$ cat config.mk
export PLATFORM = sky130hd
export DESIGN_NAME = mem_latency_router
export DESIGN_NICKNAME = d
export VERILOG_FILES = /design/src/rtl/mlr_pkg.sv /design/src/rtl/mlr_region_decoder.sv /design/src/rtl/mlr_lat_counter.sv /design/src/rtl/mem_latency_router.sv
export SDC_FILE = /design/constraint.sdc
export NUM_CORES = 1
export LEC_CHECK = 0
export BUFFER_PORTS_ARGS = -buffer_cell sky130_fd_sc_hd__buf_2
export CORE_AREA = 4 4 174 176
export CTS_BUF_LIST = sky130_fd_sc_hd__clkbuf_8
export CTS_CLUSTER_DIAMETER = 120
export DETAILED_ROUTE_END_ITERATION = 16
export DIE_AREA = 0 0 178 180
export PLACE_DENSITY = 0.82
export SYNTH_ARGS = -nofsm -noshare
export SYNTH_HDL_FRONTEND = slang
export SYNTH_SLANG_ARGS = --single-unit
$ cat constraint.sdc
create_clock -name clk -period 2.05 [get_ports clk]
set_input_delay 0.1025 -clock clk [delete_from_list [all_inputs] [get_ports clk]]
set_output_delay 0.1025 -clock clk [all_outputs]
set_load 0.05 [all_outputs]
$ cat src/rtl/mlr_pkg.sv
package mlr_pkg;
    localparam int NPORT = 3;

    typedef enum logic [1:0] {
        PORT_PRIV  = 2'd0,
        PORT_SHR   = 2'd1,
        PORT_CACHE = 2'd2
    } port_e;

    typedef enum logic [2:0] {
        ST_IDLE,
        ST_ISSUE,
        ST_WAIT,
        ST_HOLD,
        ST_ERR
    } state_e;
endpackage

$ cat src/rtl/mlr_region_decoder.sv
module mlr_region_decoder
    import mlr_pkg::*;
#(
    parameter int AW = 32
) (
    input  logic [AW-1:0] addr,
    input  logic [AW-1:0] priv_base,
    input  logic [AW-1:0] priv_limit,
    input  logic [AW-1:0] shr_base,
    input  logic [AW-1:0] shr_limit,
    input  logic          priv_cacheable,
    input  logic          shr_cacheable,
    output logic          hit,
    output port_e         port
);
    logic in_priv, in_shr;

    assign in_priv = (addr >= priv_base) && (addr <= priv_limit);
    assign in_shr  = (addr >= shr_base)  && (addr <= shr_limit);

    always_comb begin
        hit  = 1'b1;
        port = PORT_PRIV;
        if (in_priv) begin
            port = priv_cacheable ? PORT_CACHE : PORT_PRIV;
        end else if (in_shr) begin
            port = shr_cacheable ? PORT_CACHE : PORT_SHR;
        end else begin
            hit = 1'b0;
        end
    end
endmodule

$ cat src/rtl/mlr_lat_counter.sv
module mlr_lat_counter #(
    parameter int LW = 16
) (
    input  logic          clk,
    input  logic          rst_n,
    input  logic          start,
    input  logic          run,
    input  logic [LW-1:0] target,
    output logic          reached
);
    localparam logic [LW-1:0] CNT_MAX = {LW{1'b1}};

    logic [LW-1:0] cnt_q;

    always_ff @(posedge clk or negedge rst_n) begin
        if (!rst_n) begin
            cnt_q <= '0;
        end else if (start) begin
            cnt_q <= LW'(1);
        end else if (run && cnt_q != CNT_MAX) begin
            cnt_q <= cnt_q + LW'(1);
        end
    end

    assign reached = (cnt_q >= target);
endmodule

$ cat src/rtl/mem_latency_router.sv
module mem_latency_router
    import mlr_pkg::*;
#(
    parameter int AW = 32,
    parameter int DW = 32,
    parameter int LW = 16
) (
    input  logic                clk,
    input  logic                rst_n,
    input  logic                req_valid,
    output logic                req_ready,
    input  logic [AW-1:0]       req_addr,
    input  logic                req_we,
    input  logic [DW-1:0]       req_wdata,
    output logic                rsp_valid,
    output logic                rsp_err,
    output logic [DW-1:0]       rsp_rdata,
    output logic                vclk_stop,
    input  logic [AW-1:0]       cfg_priv_base,
    input  logic [AW-1:0]       cfg_priv_limit,
    input  logic [AW-1:0]       cfg_shr_base,
    input  logic [AW-1:0]       cfg_shr_limit,
    input  logic                cfg_priv_cacheable,
    input  logic                cfg_shr_cacheable,
    input  logic [LW-1:0]       cfg_lat_priv,
    input  logic [LW-1:0]       cfg_lat_shr,
    input  logic [LW-1:0]       cfg_lat_cache,
    output logic [NPORT-1:0]    mem_req_valid,
    input  logic [NPORT-1:0]    mem_req_ready,
    output logic [AW-1:0]       mem_addr,
    output logic                mem_we,
    output logic [DW-1:0]       mem_wdata,
    input  logic [NPORT-1:0]    mem_rsp_valid,
    input  logic [NPORT*DW-1:0] mem_rsp_data
);
    state_e        state_q, state_d;
    port_e         sel_q, dec_port;
    logic          dec_hit;
    logic          accept;
    logic          busy;
    logic [AW-1:0] addr_q;
    logic          we_q;
    logic [DW-1:0] wdata_q, data_q;
    logic [NPORT-1:0] reached;
    logic          reached_sel, port_ready, port_rsp;
    logic [DW-1:0] port_data;
    logic [LW-1:0] lat_tgt [NPORT];

    assign lat_tgt[0] = cfg_lat_priv;
    assign lat_tgt[1] = cfg_lat_shr;
    assign lat_tgt[2] = cfg_lat_cache;

    mlr_region_decoder #(.AW(AW)) u_dec (
        .addr           (req_addr),
        .priv_base      (cfg_priv_base),
        .priv_limit     (cfg_priv_limit),
        .shr_base       (cfg_shr_base),
        .shr_limit      (cfg_shr_limit),
        .priv_cacheable (cfg_priv_cacheable),
        .shr_cacheable  (cfg_shr_cacheable),
        .hit            (dec_hit),
        .port           (dec_port)
    );

    assign accept = req_valid && req_ready;
    assign busy   = (state_q != ST_IDLE);

    for (genvar g = 0; g < NPORT; g++) begin : g_cnt
        mlr_lat_counter #(.LW(LW)) u_cnt (
            .clk     (clk),
            .rst_n   (rst_n),
            .start   (accept && dec_hit && dec_port == port_e'(g)),
            .run     (busy && sel_q == port_e'(g)),
            .target  (lat_tgt[g]),
            .reached (reached[g])
        );
    end

    always_comb begin
        reached_sel = 1'b0;
        port_ready  = 1'b0;
        port_rsp    = 1'b0;
        port_data   = '0;
        for (int i = 0; i < NPORT; i++) begin
            if (sel_q == port_e'(i)) begin
                reached_sel = reached[i];
                port_ready  = mem_req_ready[i];
                port_rsp    = mem_rsp_valid[i];
                port_data   = mem_rsp_data[i*DW +: DW];
            end
        end
    end

    // state register
    always_ff @(posedge clk or negedge rst_n) begin
        if (!rst_n) state_q <= ST_IDLE;
        else        state_q <= state_d;
    end

    // next state
    always_comb begin
        state_d = state_q;
        unique case (state_q)
            ST_IDLE:  if (req_valid) state_d = dec_hit ? ST_ISSUE : ST_ERR;
            ST_ISSUE: if (port_ready) state_d = ST_WAIT;
            ST_WAIT:  if (port_rsp) state_d = ST_HOLD;
            ST_HOLD:  if (reached_sel) state_d = ST_IDLE;
            ST_ERR:   state_d = ST_IDLE;
            default:  state_d = ST_IDLE;
        endcase
    end

    // request capture and data capture
    always_ff @(posedge clk or negedge rst_n) begin
        if (!rst_n) begin
            sel_q   <= PORT_PRIV;
            addr_q  <= '0;
            we_q    <= 1'b0;
            wdata_q <= '0;
            data_q  <= '0;
        end else begin
            if (accept) begin
                sel_q   <= dec_port;
                addr_q  <= req_addr;
                we_q    <= req_we;
                wdata_q <= req_wdata;
            end
            if (state_q == ST_WAIT && port_rsp) data_q <= port_data;
        end
    end

    // outputs
    always_comb begin
        req_ready     = 1'b0;
        rsp_valid     = 1'b0;
        rsp_err       = 1'b0;
        vclk_stop     = 1'b0;
        mem_req_valid = '0;
        unique case (state_q)
            ST_IDLE:  req_ready = 1'b1;
            ST_ISSUE: begin
                mem_req_valid[sel_q] = 1'b1;
                vclk_stop = reached_sel;
            end
            ST_WAIT:  vclk_stop = reached_sel;
            ST_HOLD:  rsp_valid = reached_sel;
            ST_ERR: begin
                rsp_valid = 1'b1;
                rsp_err   = 1'b1;
            end
            default: ;
        endcase
    end

    assign rsp_rdata = rsp_err ? '0 : data_q;
    assign mem_addr  = addr_q;
    assign mem_we    = we_q;
    assign mem_wdata = wdata_q;


    mem_onehot_chk: assert property (@(posedge clk) disable iff (!rst_n)
        $onehot0(mem_req_valid));

    issue_hold_chk: assert property (@(posedge clk) disable iff (!rst_n)
        ((|mem_req_valid) && !(|(mem_req_valid & mem_req_ready)))
        |=> ($stable(mem_req_valid) && $stable(mem_addr)));

    stop_release_chk: assert property (@(posedge clk) disable iff (!rst_n)
        $fell(vclk_stop) |-> rsp_valid);

    stop_rsp_excl_chk: assert property (@(posedge clk) disable iff (!rst_n)
        vclk_stop |-> !rsp_valid);

    err_timing_chk: assert property (@(posedge clk) disable iff (!rst_n)
        rsp_err |-> ($past(req_valid && req_ready) && !vclk_stop));

    accept_busy_chk: assert property (@(posedge clk) disable iff (!rst_n)
        (req_valid && req_ready) |=> !req_ready);

    free_after_rsp_chk: assert property (@(posedge clk) disable iff (!rst_n)
        rsp_valid |=> req_ready);
endmodule

# Yosys cells after proc, flatten, opt, wreduce, memory -nomap -nowiden
# Cells that the tools add are included.
dict set report totals {
  register_bits 150
  out_inout_bits 104
  wordCells 98
  input_bits 348
}
dict set report classes {
  n_eq_ne 15
  reduce_logical 24
  mux 38
  order_cmp 9
  n_addsub 3
}
# operator count
set ops {}
lappend ops {{$mux W32} 4}
lappend ops {{$mux W16} 6}
lappend ops {{$ge A32 B32 Y1} 2}
lappend ops {{$le A32 B32 Y1} 2}
lappend ops {{$add A16 B1 Y16 const B} 3}
lappend ops {{$ge A16 B16 Y1} 3}
lappend ops {{$ne A16 B16 Y1 const B} 3}
lappend ops {{$mux W3} 6}
lappend ops {{$logic_and A1 B1 Y1} 15}
lappend ops {{$mux W1} 15}
lappend ops {{$pmux W3 S4} 1}
lappend ops {{$mux W2} 4}
lappend ops {{$ne A2 B2 Y1 const B} 4}
lappend ops {{$eq A3 B2 Y1 const B} 2}
lappend ops {{$reduce_bool A2 Y1} 3}
lappend ops {{$eq A2 B1 Y1 const B} 2}
lappend ops {{$eq A2 B2 Y1 const B} 2}
lappend ops {{$logic_not A2 Y1} 2}
lappend ops {{$reduce_and A4 Y1} 1}
lappend ops {{$eq A3 B1 Y1 const B} 1}
lappend ops {{$eq A3 B3 Y1 const B} 1}
lappend ops {{$logic_not A3 Y1} 1}
lappend ops {{$lt A2 B3 Y1 const B} 1}
lappend ops {{$reduce_bool A3 Y1} 1}
lappend ops {{other kinds (4)} 4}

# Longest topological paths before layout
dict set report depth {
  depth_word 7
  mapped_depth 11
  mapped_depth_nobuf 10
}

# By module
# Synthesis repeated with hierarchy kept, for this count alone.
dict set report unflattened {
  cells_unflattened 1300
  hier_area_um2 12203.0
}
# mod cells_per_inst area_each_um2 seq_area_each_um2 n_inst
set modules_own_cells {}
lappend modules_own_cells {mem_latency_router 399 5016.1 2552.4 1}
lappend modules_own_cells {mlr_lat_counter 152 1318.8 400.4 3}
lappend modules_own_cells {mlr_region_decoder 445 3230.6 0.0 1}

# Worst setup path before layout
# No wires, ideal clock.
dict set report synth_path {
  path_type {flip-flop to flip-flop}
  start {register state_q[2]}
  end {register g_cnt[1].u_cnt.cnt_q[1]}
  arrival_time_ns 2.432
  setup_ns 0.119
  synth_period_minus_slack_ns 2.551
  slack_ns -0.501
  stages_incl_launch_ff 6
  n_path_buf 1
  required_time_ns 1.931
  path_cell_list {dfrtp_1 -> nor3_2 -> nand2_1 -> nor4b_4 -> buf_6 -> nor2_1}
}
dict set report synth_between {
  elab_chain_cells 6
  word_cells_on_any_way 10
  classes_between {mux: 2; reduce/logical: 8}
}
# element line_no
set synth_rtl {}
lappend synth_rtl {{start: declaration} mem_latency_router.sv:36} ;# state_e state_q, state_d;
lappend synth_rtl {{start signal: assignment} mem_latency_router.sv:97} ;# else state_q <= state_d;
lappend synth_rtl {{$logic_not A3 Y1 *} mem_latency_router.sv:139} ;# unique case (state_q)
lappend synth_rtl {{$mux W1 *} mem_latency_router.sv:139}
lappend synth_rtl {{net req_ready} mem_latency_router.sv:11} ;# output logic req_ready,
lappend synth_rtl {{$logic_and A1 B1 Y1 *} mem_latency_router.sv:65} ;# assign accept = req_valid && req_ready;
lappend synth_rtl {{$logic_and A1 B1 Y1 * (2 in a row)} mem_latency_router.sv:72} ;# .start (accept && dec_hit && dec_port == port_e'(g)),
lappend synth_rtl {{$mux W16 / $reduce_bool A2 Y1 (equally long branches)} n/a}
lappend synth_rtl {{end signal: assignment} mlr_lat_counter.sv:21} ;# cnt_q <= cnt_q + LW'(1);
lappend synth_rtl {{end: declaration} mlr_lat_counter.sv:13} ;# logic [LW-1:0] cnt_q;
# Mark *: on every way through the listed nets, which the timed path passes. The rest lies on a longest branch.
# A chain may end at the register's enable or synchronous reset.

# Worst setup path in the final report
dict set report layout_path {
  start {register g_cnt[0].u_cnt.cnt_q[13]}
  end {output port vclk_stop}
}
dict set report layout_between {
  elab_chain_cells 5
}
# element line_no
set layout_rtl {}
lappend layout_rtl {{start: declaration} mlr_lat_counter.sv:13}
lappend layout_rtl {{start signal: assignment} mlr_lat_counter.sv:21}
lappend layout_rtl {{$ge A16 B16 Y1} mlr_lat_counter.sv:25} ;# assign reached = (cnt_q >= target);
lappend layout_rtl {{$mux W1 (3 in a row)} mem_latency_router.sv:85} ;# if (sel_q == port_e'(i)) begin
lappend layout_rtl {{$mux W1} mem_latency_router.sv:139}
lappend layout_rtl {{end: declaration} mem_latency_router.sv:18} ;# output logic vclk_stop,
# No other way between the ends.

==> impl_metrics.toml <==
[die]
die_h_um = 180
row_count = 62
coreArea_um2 = 28600
die_area_um2 = 32000
floorplan.die.width_um = 178
ios = 452
initial_util_pct = 40.5

[synthesis]
synth-async-reset-ratio_pct = 100
synth_top_flop_cell = "dfrtp_1"
net_count_after_synthesis = 1942
netlist_top_cells_area = "dfrtp_1, ha_1, nand2_1, inv_1, a21oi_1"
yosysWarningCount = 0
yosys-top-cells-count = "nand2_1, inv_1, ha_1"
synthDominantCellAreaShare_pct = 32.4
post_synthesis_average_cell_area_um2 = 8.20
synth_sequential_area_ratio_pct = 32.4
post-synth-top-area-cell = "dfrtp_1"
synth-seq-cells = 150
post_synth_xor_area_fraction_pct = 3.40
number_of_enable_flip_flop_cells_after_synthesis = 0
synthSimpleGateAreaFrac_pct = 21.5
share_of_synthesized_area_spent_on_multiplexers_pct = 3.48
synth_cell_types = 59
yosys.area_share.adder_pct = 19.3
mapped_cell_area_um2 = 11600
post_synthesis_compound_gate_area_fraction_pct = 12.5
syn-instance-count = 1415
synth.most_common_cell = "nand2_1"
synth_top_family_by_area = "simple AND/OR/NAND/NOR gates"

[routing]
dr.first_iter.drc_count = 917
first_pass_iters = 5
average_detailed_routed_wire_length_per_instance_um = 20.2
route.final.wire_length_um = 51400
detail_route.vias_per_cell = 5.39
num_vias = 13700
detail_route.drc_violations = 0
postRouteAntennaNets = 0

[global_routing]
grt_first_pass_wirelength_um = 71100
busiest_layer = "met2"
antenna_found_initial = 5
global_route.usage.met2_pct = 49.2
grt_util_met1_pct = 31.9
grt_overflow = 0
groute.usage.overall_pct = 28.0
global_route.usage.met3_pct = 5.53
pin_count_of_the_biggest_net_entering_global_routing = 93
via_count_of_the_first_global_routing_pass = 13800

[timing]
timing.final.max_slew_violations = 0
fin_skew_ps = 21.8
slew_headroom_pct = 44.7
worst_hold_slack_ps = 32.7
worst-slew-pin-transition_ps = 830
layout_worst_path_cycle_share_pct = 145
layout_setup_ws_ps = -918
number_of_setup_violations_in_the_final_report = 85
fin_crit_ps = 2970
grt_setup_unrepaired = "yes"
endpoints_failing_hold = 0
max_clock_freq_mhz = 337

[power]
cellPowerDensity_nw_per_um2 = 1190
power.static_leakage_nw = 10.2
max-vdd-ir-drop_uv = 958

[worst_hold_path]
timing.hold.worst.class = "in -> reg"
holdPathStages = 4

[clock_network]
tritoncts = "yes"
cts.root.buffer_cell = "clkbuf_8"
skew_pair_late_insertion_delay_ps = 470
cts-buffers-inserted = 17
clk_pin_slew_worst_paths_ps = 100
cts_max_level = 4
clock_sinks = 150
ctsLongestPathBuffers = 2

[worst_setup_path]
crit_buf_inv = 2
timing.critical_path.arrival_ps = 2870
worst_endpoint_required_time_ps = 1950
critical-path-max-stage-delay_ps = 430
cp-end-kind = "output port"
critical_path_cell_count = 10
timing.critical_path.slowest_stage_cell = "dfrtp_1"
setup.worst_path.class = "reg -> out"
cell_chain_critical_path = "ha_4 > a21o_1 > a21o_1 > a2111oi_4 > o22ai_2 > nor3_4 > buf_6 > nand2_1 > and3_4 > buf_6"
crit_path_start_kind = "register"
critical-path-top-delay-family = "compound AO/OA/AOI/OAI gates"
crit_path_max_fanout = 2
worst_r2r_path_cells = 10

[final_layout]
stdcell_count = 2544
layout_overhead_on_the_synthesized_area_pct = 67.6
nFillCells = 1971
nets = 2669
final-seq-area_um2 = 3760
drive_gt1_share_pct = 45.0
multi_input_comb_area_um2 = 8620

[job]
maxCapViolCount = 0

[placed_design]
port_buffers = 451
placedCellCount = 2363
hpwl_um = 33900
place_congestion = 0.940

[status]
failed_checks = "setup timing"
run_status = "finished with violations"
-- stage by stage --
stage	setup TNS, ps	cell area (um^2)	power (mW)	setup WS, ps	util, %
2_1_floorplan	-434	12000	13.1	-80.2	-
3_3_place_gp	-29420	15900	17.0	-642	55.4
3_5_place_dp	-35060	15900	17.4	-782	55.4
4_1_cts	-6180	18200	21.1	-888	63.7
5_1_grt	-18910	19400	24.4	-947	67.9
6_report	-14560	19400	23.2	-918	67.9
-- power breakdown --
part	total [mW]	switching (mW)	internal, mW
Clock	2.41	1.29	1.13
Sequential	5.48	1.12	4.36
Combinational	15.3	9.36	5.91
-- state kept, by name, indices dropped and copies added, names as in the netlist --
name and flops:
g_cnt.u_cnt.cnt_q 48, data_q 32, mem_addr 32, mem_wdata 32
state_q 3, sel_q 2, mem_we 1
-- worst register-to-register path: stages (launching register included) --
cell       delay, ps
dfrtp_1          430
ha_4             230
a21o_1           160
a21o_1           200
a2111oi_4        410
o22ai_2          180
nor3_4           280
buf_6            150
buf_4            100
a21oi_2           50
o21ai_2          160
-- per-layer routing --
metal  vias to the layer above  part of all wire (%)
met2                       833                    49
met3                       228                   8.5
met5                         -                 0.041
li1                       6213                     -
met1                      6434                    35
met4                         2                   6.6
-- path summary, 6_finish.rpt --
path                                           from       endpoint  slack, ps
setup / recovery           g_cnt[0].u_cnt.cnt_q[13]      vclk_stop       -920
hold / removal                         req_addr[17]   mem_addr[17]         30
setup reg to reg           g_cnt[0].u_cnt.cnt_q[13]     state_q[1]       -370
hold reg to reg                       mem_wdata[29]  mem_wdata[29]        470
max in group asynchronous                     rst_n  mem_wdata[13]       1090
min in group asynchronous                     rst_n    mem_addr[4]        170
-- placed cells by master (no fill, tap or decap), drive strengths merged, types with 3 or more instances in the layout --
cell and count:
a211oi 7, nor2b 41, xnor2 14, ha 179, dlygate4sd3 92, or3 3, nand2 273, clkbuf 25
nor3 13, nand3 26, mux2i 38, diode 5, a2111oi 7, a21o 37, dfrtp 150, a21oi 92
o21ai 52, xor2 31, a211o 3, a21boi 4, and3 8, and2 4, nand2b 12, or2 3
nor2 107, and4 9, nand4 40, o211ai 6, buf 651, o31ai 3, o21a 7, clkinv 5
inv 186
-- final cells by class --
cell class                      instances  share of cell area [%]
Sequential cell                       150                    19.3
Multi-Input combinational cell       1042                    44.3
Tap cell                              384                    2.47
Antenna cell                            5                  0.0644
Clock buffer                           18                    1.27
Inverter                              181                    3.66
Timing Repair Buffer                  750                    28.1
Clock inverter                         14                   0.772
-- logic make-up (layout without fill, tap and decap cells) --
| kind of cell | Yosys count | count (layout) |
|---|---|---|
| multiplexers | 39 | 39 |
| other | 0 | 5 |
| flip-flops | 150 | 150 |
| adder cells (fa/ha/maj) | 179 | 179 |
| AND/OR/NAND/NOR | 547 | 547 |
| buffers and inverters | 223 | 963 |
| AO/OA/AOI/OAI | 232 | 232 |
| XOR/XNOR | 45 | 45 |
-- what timing repair did --
item | CTS | global route
endpoints found under the hold margin | 239 | 1
pin swaps | 55 | 87
setup buffers | 29 | 23
gates resized for setup | 174 | 287
gates cloned | 10 | 3
hold buffers | 91 | 1
endpoints found under the setup margin | 80 | 123
(Power assumes the default switching activity.)
